`config.mk`:
```
export PLATFORM = sky130hd
export DESIGN_NAME = bcd_calendar
export DESIGN_NICKNAME = d
export VERILOG_FILES = /design/src/rtl/cal_pkg.sv /design/src/rtl/cal_bcd_wrap.sv /design/src/rtl/cal_month_len.sv /design/src/rtl/cal_hour_step.sv /design/src/rtl/bcd_calendar.sv
export SDC_FILE = /design/constraint.sdc
export NUM_CORES = 1
export LEC_CHECK = 0
export CORE_MARGIN = 4
export CORE_UTILIZATION = 40
export CTS_CLUSTER_DIAMETER = 60
export DETAILED_ROUTE_END_ITERATION = 6
export DONT_BUFFER_PORTS = 1
export PLACE_DENSITY = 0.51
export SLEW_MARGIN = 10
export SYNTH_ARGS = -nofsm -noshare
export SYNTH_HDL_FRONTEND = slang
export SYNTH_HIERARCHICAL = 1
export SYNTH_SLANG_ARGS = --single-unit
```
`constraint.sdc`:
```
create_clock -name clk -period 10 [get_ports clk]
set_input_delay 1.5 -clock clk [delete_from_list [all_inputs] [get_ports clk]]
set_output_delay 1.5 -clock clk [all_outputs]
set_load 0.01 [all_outputs]
```
`src/rtl/cal_pkg.sv`:
```
// Package cal_pkg: field widths, write-strobe indices and the packed time
// record shared by the calendar counter and its helpers.
// Assumes every field is packed BCD (tens digit above units digit).
package cal_pkg;
    localparam int SEC_W   = 7;
    localparam int MIN_W   = 7;
    localparam int HOUR_W  = 6;
    localparam int DAY_W   = 6;
    localparam int MON_W   = 5;
    localparam int YEAR_W  = 8;
    localparam int WDAY_W  = 3;
    localparam int DATA_W  = 8;

    localparam int FLD_SEC  = 0;
    localparam int FLD_MIN  = 1;
    localparam int FLD_HOUR = 2;
    localparam int FLD_DAY  = 3;
    localparam int FLD_MON  = 4;
    localparam int FLD_YEAR = 5;
    localparam int FLD_WDAY = 6;
    localparam int NUM_FIELDS = 7;

    typedef struct packed {
        logic [SEC_W-1:0]  sec;
        logic [MIN_W-1:0]  min;
        logic              pm;
        logic [HOUR_W-1:0] hour;
        logic [DAY_W-1:0]  day;
        logic [MON_W-1:0]  mon;
        logic [YEAR_W-1:0] year;
        logic [WDAY_W-1:0] wday;
    } cal_time_t;

    localparam cal_time_t RESET_TIME = '{
        sec: 7'h00, min: 7'h00, pm: 1'b0, hour: 6'h12,
        day: 6'h01, mon: 5'h01, year: 8'h00, wday: 3'd0
    };
endpackage

```
`src/rtl/cal_bcd_wrap.sv`:
```
// Module cal_bcd_wrap: one counter field that steps by one and wraps from
// a run-time upper bound back to a run-time lower bound.
// Assumes val holds a legal BCD value (units digit 0-9) when W > 4; fields
// of four bits or fewer are treated as a plain binary digit.
module cal_bcd_wrap #(
    parameter int W = 7
) (
    input  logic [W-1:0] val,
    input  logic [W-1:0] lo,
    input  logic [W-1:0] hi,
    input  logic         inc,
    output logic [W-1:0] nxt,
    output logic         carry
);
    logic [W-1:0] bump;
    logic         at_top;

    generate
        if (W > 4) begin : g_bcd
            logic [W-5:0] tens;
            assign tens = val[W-1:4];
            // Two-digit BCD increment: units roll 9 -> 0 into the tens digit.
            assign bump = (val[3:0] == 4'd9) ? {tens + 1'b1, 4'd0}
                                             : {tens, val[3:0] + 4'd1};
        end else begin : g_bin
            // Single digit: plain binary increment.
            assign bump = val + 1'b1;
        end
    endgenerate

    assign at_top = (val == hi);
    assign carry  = inc && at_top;

    // Select the stepped or wrapped value only when asked to step.
    always_comb begin
        if (!inc)       nxt = val;
        else if (at_top) nxt = lo;
        else            nxt = bump;
    end
endmodule

```
`src/rtl/cal_month_len.sv`:
```
// Module cal_month_len: last day (BCD) of a month for a two-digit BCD year.
// Assumes a leap year whenever the year value is divisible by four.
module cal_month_len
    import cal_pkg::*;
(
    input  logic [MON_W-1:0]  mon,
    input  logic [YEAR_W-1:0] year,
    output logic [DAY_W-1:0]  last_day
);
    logic [1:0] rem4;
    logic       leap;
    logic       unused_year;

    // (10*tens + units) mod 4 equals (2*tens + units) mod 4.
    assign rem4        = {year[4], 1'b0} + year[1:0];
    assign leap        = (rem4 == 2'd0);
    assign unused_year = ^{year[7:5], year[3:2]};

    // Month table.
    always_comb begin
        case (mon)
            5'h02:                      last_day = leap ? 6'h29 : 6'h28;
            5'h04, 5'h06, 5'h09, 5'h11: last_day = 6'h30;
            default:                    last_day = 6'h31;
        endcase
    end
endmodule

```
`src/rtl/cal_hour_step.sv`:
```
// Module cal_hour_step: hour field step in 24-hour or 12-hour counting,
// including the half-day flag and the carry into the date.
// Assumes the hour is legal for the selected mode (00-23 or 01-12).
module cal_hour_step
    import cal_pkg::*;
(
    input  logic [HOUR_W-1:0] hour,
    input  logic              pm,
    input  logic              mode24,
    input  logic              inc,
    output logic [HOUR_W-1:0] nhour,
    output logic              npm,
    output logic              day_carry
);
    logic [HOUR_W-1:0] lo, hi;
    logic              wrap_c;
    logic              at_eleven;

    assign lo = mode24 ? 6'h00 : 6'h01;
    assign hi = mode24 ? 6'h23 : 6'h12;

    cal_bcd_wrap #(.W(HOUR_W)) u_hour (
        .val(hour), .lo(lo), .hi(hi), .inc(inc), .nxt(nhour), .carry(wrap_c)
    );

    assign at_eleven = inc && !mode24 && (hour == 6'h11);

    // Half-day flag flips on 11 -> 12; date moves at 24h wrap or PM 11 -> AM 12.
    always_comb begin
        npm       = at_eleven ? !pm : pm;
        day_carry = mode24 ? wrap_c : (at_eleven && pm);
    end
endmodule

```
`src/rtl/bcd_calendar.sv`:
```
// Module bcd_calendar: BCD time-of-day and date counter with run, hold
// (one remembered second), round-to-minute adjust and per-field writes.
// Assumes tick_i pulses are at least two cycles apart and that software
// writes only legal BCD values for the active hour mode.
module bcd_calendar
    import cal_pkg::*;
(
    input  logic                  clk,
    input  logic                  rst_n,
    input  logic                  tick_i,
    input  logic                  run_i,
    input  logic                  mode24_i,
    input  logic                  hold_i,
    input  logic                  adjust_i,
    input  logic [NUM_FIELDS-1:0] wr_stb_i,
    input  logic [DATA_W-1:0]     wr_data_i,
    output logic [SEC_W-1:0]      sec_o,
    output logic [MIN_W-1:0]      min_o,
    output logic [HOUR_W-1:0]     hour_o,
    output logic                  pm_o,
    output logic [DAY_W-1:0]      day_o,
    output logic [MON_W-1:0]      mon_o,
    output logic [YEAR_W-1:0]     year_o,
    output logic [WDAY_W-1:0]     wday_o,
    output logic                  busy_o
);
    localparam logic [SEC_W-1:0] SEC_HALF = 7'h30;
    localparam logic [SEC_W-1:0] SEC_LAST = 7'h59;

    cal_time_t cur_q, base, nxt_d;
    logic busy_q, pend_q, pend_d;
    logic tick_ok, do_adj, adj_up, step, inc;
    logic c_sec, c_min, c_hr, c_day, c_mon;
    logic unused_carry_year, unused_carry_wday, unused_data;
    logic [SEC_W-1:0]  n_sec;
    logic [MIN_W-1:0]  n_min;
    logic [HOUR_W-1:0] n_hour;
    logic              n_pm;
    logic [DAY_W-1:0]  n_day, last_day;
    logic [MON_W-1:0]  n_mon;
    logic [YEAR_W-1:0] n_year;
    logic [WDAY_W-1:0] n_wday;

    assign tick_ok = tick_i && run_i;
    assign do_adj  = adjust_i && !busy_q;
    assign adj_up  = do_adj && (cur_q.sec >= SEC_HALF);
    assign step    = !hold_i && (pend_q || tick_ok) && !do_adj;
    assign inc     = step || adj_up;

    // Remembered second: set in hold or under adjust, consumed by a step.
    always_comb begin
        if (hold_i || do_adj) pend_d = pend_q || tick_ok;
        else                  pend_d = pend_q && tick_ok;
    end

    // Adjust rewrites seconds before the chain; rounding up reuses one step from 59.
    always_comb begin
        base = cur_q;
        if (do_adj) base.sec = adj_up ? SEC_LAST : '0;
    end

    cal_bcd_wrap #(.W(SEC_W)) u_sec (
        .val(base.sec), .lo(7'h00), .hi(SEC_LAST), .inc(inc),
        .nxt(n_sec), .carry(c_sec));
    cal_bcd_wrap #(.W(MIN_W)) u_min (
        .val(base.min), .lo(7'h00), .hi(7'h59), .inc(c_sec),
        .nxt(n_min), .carry(c_min));
    cal_hour_step u_hour (
        .hour(base.hour), .pm(base.pm), .mode24(mode24_i), .inc(c_min),
        .nhour(n_hour), .npm(n_pm), .day_carry(c_hr));
    cal_month_len u_len (
        .mon(base.mon), .year(base.year), .last_day(last_day));
    cal_bcd_wrap #(.W(DAY_W)) u_day (
        .val(base.day), .lo(6'h01), .hi(last_day), .inc(c_hr),
        .nxt(n_day), .carry(c_day));
    cal_bcd_wrap #(.W(MON_W)) u_mon (
        .val(base.mon), .lo(5'h01), .hi(5'h12), .inc(c_day),
        .nxt(n_mon), .carry(c_mon));
    cal_bcd_wrap #(.W(YEAR_W)) u_year (
        .val(base.year), .lo(8'h00), .hi(8'h99), .inc(c_mon),
        .nxt(n_year), .carry(unused_carry_year));
    cal_bcd_wrap #(.W(WDAY_W)) u_wday (
        .val(base.wday), .lo(3'd0), .hi(3'd6), .inc(c_hr),
        .nxt(n_wday), .carry(unused_carry_wday));

    assign unused_data = wr_data_i[6];

    // Assemble the stepped record, then let accepted field writes override it.
    always_comb begin
        nxt_d = '{sec: n_sec, min: n_min, pm: n_pm, hour: n_hour,
                  day: n_day, mon: n_mon, year: n_year, wday: n_wday};
        if (!busy_q) begin
            if (wr_stb_i[FLD_SEC])  nxt_d.sec  = wr_data_i[SEC_W-1:0];
            if (wr_stb_i[FLD_MIN])  nxt_d.min  = wr_data_i[MIN_W-1:0];
            if (wr_stb_i[FLD_HOUR]) begin
                nxt_d.hour = wr_data_i[HOUR_W-1:0];
                nxt_d.pm   = wr_data_i[DATA_W-1];
            end
            if (wr_stb_i[FLD_DAY])  nxt_d.day  = wr_data_i[DAY_W-1:0];
            if (wr_stb_i[FLD_MON])  nxt_d.mon  = wr_data_i[MON_W-1:0];
            if (wr_stb_i[FLD_YEAR]) nxt_d.year = wr_data_i[YEAR_W-1:0];
            if (wr_stb_i[FLD_WDAY]) nxt_d.wday = wr_data_i[WDAY_W-1:0];
        end
    end

    // State registers: time record, remembered second, busy flag.
    always_ff @(posedge clk) begin
        if (!rst_n) begin
            cur_q  <= RESET_TIME;
            pend_q <= 1'b0;
            busy_q <= 1'b0;
        end else begin
            cur_q  <= nxt_d;
            pend_q <= pend_d;
            busy_q <= step || do_adj;
        end
    end

    assign sec_o  = cur_q.sec;
    assign min_o  = cur_q.min;
    assign hour_o = cur_q.hour;
    assign pm_o   = cur_q.pm;
    assign day_o  = cur_q.day;
    assign mon_o  = cur_q.mon;
    assign year_o = cur_q.year;
    assign wday_o = cur_q.wday;
    assign busy_o = busy_q;
endmodule

```
==> impl_metrics.json <==
{
  "clkSinkCount": 45,
  "cts.path.max_buffers": 2,
  "cts_tree": "yes",
  "rows": 40,
  "firstDrtPassIters": 4,
  "drtIter0Drc": 267,
  "routabilityCongestion": 0.9439,
  "slew_viol_final": 0,
  "die_w_um": 119.1,
  "drc": 0,
  "netlist_area_um2": 4936,
  "peakVddDrop_v": 0.00006305,
  "dpl.hpwl_um": 9065,
  "synth.avg_cell_area_um2": 8.172,
  "ctsHoldBuffers": 0,
  "rsz0062_at_grt": "false",
  "die_h_um": 119.1,
  "drive_above_1_share_pct": 8.333,
  "h-tree-depth": 2,
  "setup-tns-final_ns": 0,
  "status": "finished, final reports clean",
  "grt_pass1_vias": 3864,
  "vias": 4130,
  "grtUsageTotal_pct": 17.26,
  "drt_wl_total_um": 12480,
  "fin_crit_sh_pct": 65.85,
  "finalCriticalPeriod_ns": 6.585,
  "post_cts_buffers": 0,
  "worst-path-max-fanout": 22,
  "overflow": 0,
  "port_buffers": 0,
  "powerDensity_nw_per_um2": 108.6,
  "cts-buffers-inserted": 5,
  "arrival_ns": 6.76,
  "core_area_um2": 12060,
  "clk_pin_slew_ns": 0.06,
  "maxCapViolCount": 0,
  "fin_skew_ns": 0.007561,
  "clk_latency_ns": 0.28,
  "clock-root-buffer": "clkbuf_16",
  "ios": 66,
  "diodes": 0,
  "syn-instance-count": 604,
  "p_leak_nw": 2.060,
  "hold_violations": 0,
  "die-area_um2": 14180,
  "setup_viol": 0,
  "endpoint_kind": "flop",
  "slew_headroom_pct": 57.46,
  "ctsResizeCount": 0,
  "crit_required_ns": 10.18,
  "holdCritPathClass": "reg2reg",
  "fmax_mhz": 151.9,
  "ys_warn_count": 6,
  "grt_pass1_wl_um": 20390,
  "startpoint_type": "input port",
  "grt_max_degree": 46,
  "vias_per_cell": 5.295,
  "start_util_pct": 40.92,
  "final_antenna_net_count": 0,
  "path_class": "in2reg",
  "area_delta_synth_final_pct": 2.205,
  "tightest_slew_ns": 0.6372,
  "total_power_uw": 548.1,
  "post_drt_wl_per_cell_um": 16.00,
  "nets": 639,
  "antenna_found_initial": 0
}
-- cell usage in the layout (no fill, tap or decap), drive strengths merged, types with 4 or more instances in the layout --
| cell type | instances |
|---|---|
| clkbuf | 7 |
| dfxtp | 45 |
| nand2 | 70 |
| nand2b | 19 |
| conb | 81 |
| a22oi | 24 |
| a311oi | 6 |
| a21oi | 6 |
| a21o | 5 |
| and3 | 7 |
| nand3b | 6 |
| nand4b | 11 |
| xnor2 | 16 |
| nand3 | 11 |
| nor4 | 4 |
| nand4bb | 5 |
| o221a | 4 |
| nor2 | 21 |
| a311o | 17 |
| nand4 | 12 |
| a31oi | 5 |
| o211ai | 5 |
| ha | 5 |
| nor2b | 42 |
| mux2i | 22 |
| and2 | 11 |
| o21ai | 11 |
| nor3 | 5 |
| a221o | 7 |
| a21boi | 20 |
| xor2 | 33 |
| inv | 21 |
| o21a | 4 |
-- sequential cells by signal, indices dropped and copies added, names as in the netlist --
register and flops:
busy_o 1, day_o 6, hour_o 6, min_o 7, mon_o 5, pend_q 1
pm_o 1, sec_o 7, wday_o 3, year_o 8
-- power breakdown --
group,internal [mW],switching [mW],total (mW)
Clock,0.0983,0.0680,0.166
Sequential,0.194,0.0386,0.232
Combinational,0.0705,0.0791,0.150
-- final cells by class --
| cell class | instances | area (µm²) |
|---|---|---|
| multi-input combinational | 538 | 3705 |
| timing repair buffer | 1 | 7.507 |
| fill | 1250 | 7017 |
| inverter | 21 | 78.83 |
| sequential | 45 | 900.9 |
| tap | 168 | 210.2 |
| clock buffer | 7 | 142.6 |
-- per-layer routing --
layer | vias to the layer above | routed length (µm) | global-route usage, % | share of wire [%]
met5 | - | 0 | 0 | 0
met3 | 10 | 777 | 4.653 | 6.2
li1 | 2063 | - | - | -
met1 | 1960 | 5872 | 22.93 | 47
met2 | 97 | 5635 | 27.87 | 45
met4 | 0 | 195 | 4.055 | 1.6
-- metrics by stage --
step	worst slack (ns)	instances	instance area [µm²]	hold WS, ns	utilization (%)
final	3.415	780	5045	0.4912	41.83
after global routing	2.997	780	5045	0.5375	41.83
after CTS	3.454	780	5045	0.4974	41.83
after detailed placement	3.144	773	4902	0.4888	40.64
after global placement	3.296	773	4902	0.4748	40.64
after floorplan	3.273	679	5218	0.4671	-
-- worst paths after layout --
check             startpoint         to  slack, ns  depth (start not counted)
setup / recovery    adjust_i  year_o[3]       3.42                         17
hold / removal        pend_q     pend_q       0.49                          2
setup reg to reg      busy_o  year_o[3]       3.90                         18
hold reg to reg       pend_q     pend_q       0.49                          2
-- critical path: stages --
cell      delay (ns)
nor2b_4         0.30
nor2b_1         0.23
xor2_2          0.21
nor4_4          0.52
and3_2          0.51
and3_2          0.42
nor4bb_1        0.28
and4b_1         0.21
ha_1            0.13
mux2_2          0.38
and3_1          0.51
and3_2          0.50
inv_1           0.15
or4_1           0.54
o221a_2         0.14
mux2i_1         0.13
nor2b_1         0.06
(Power assumes the default switching activity.)
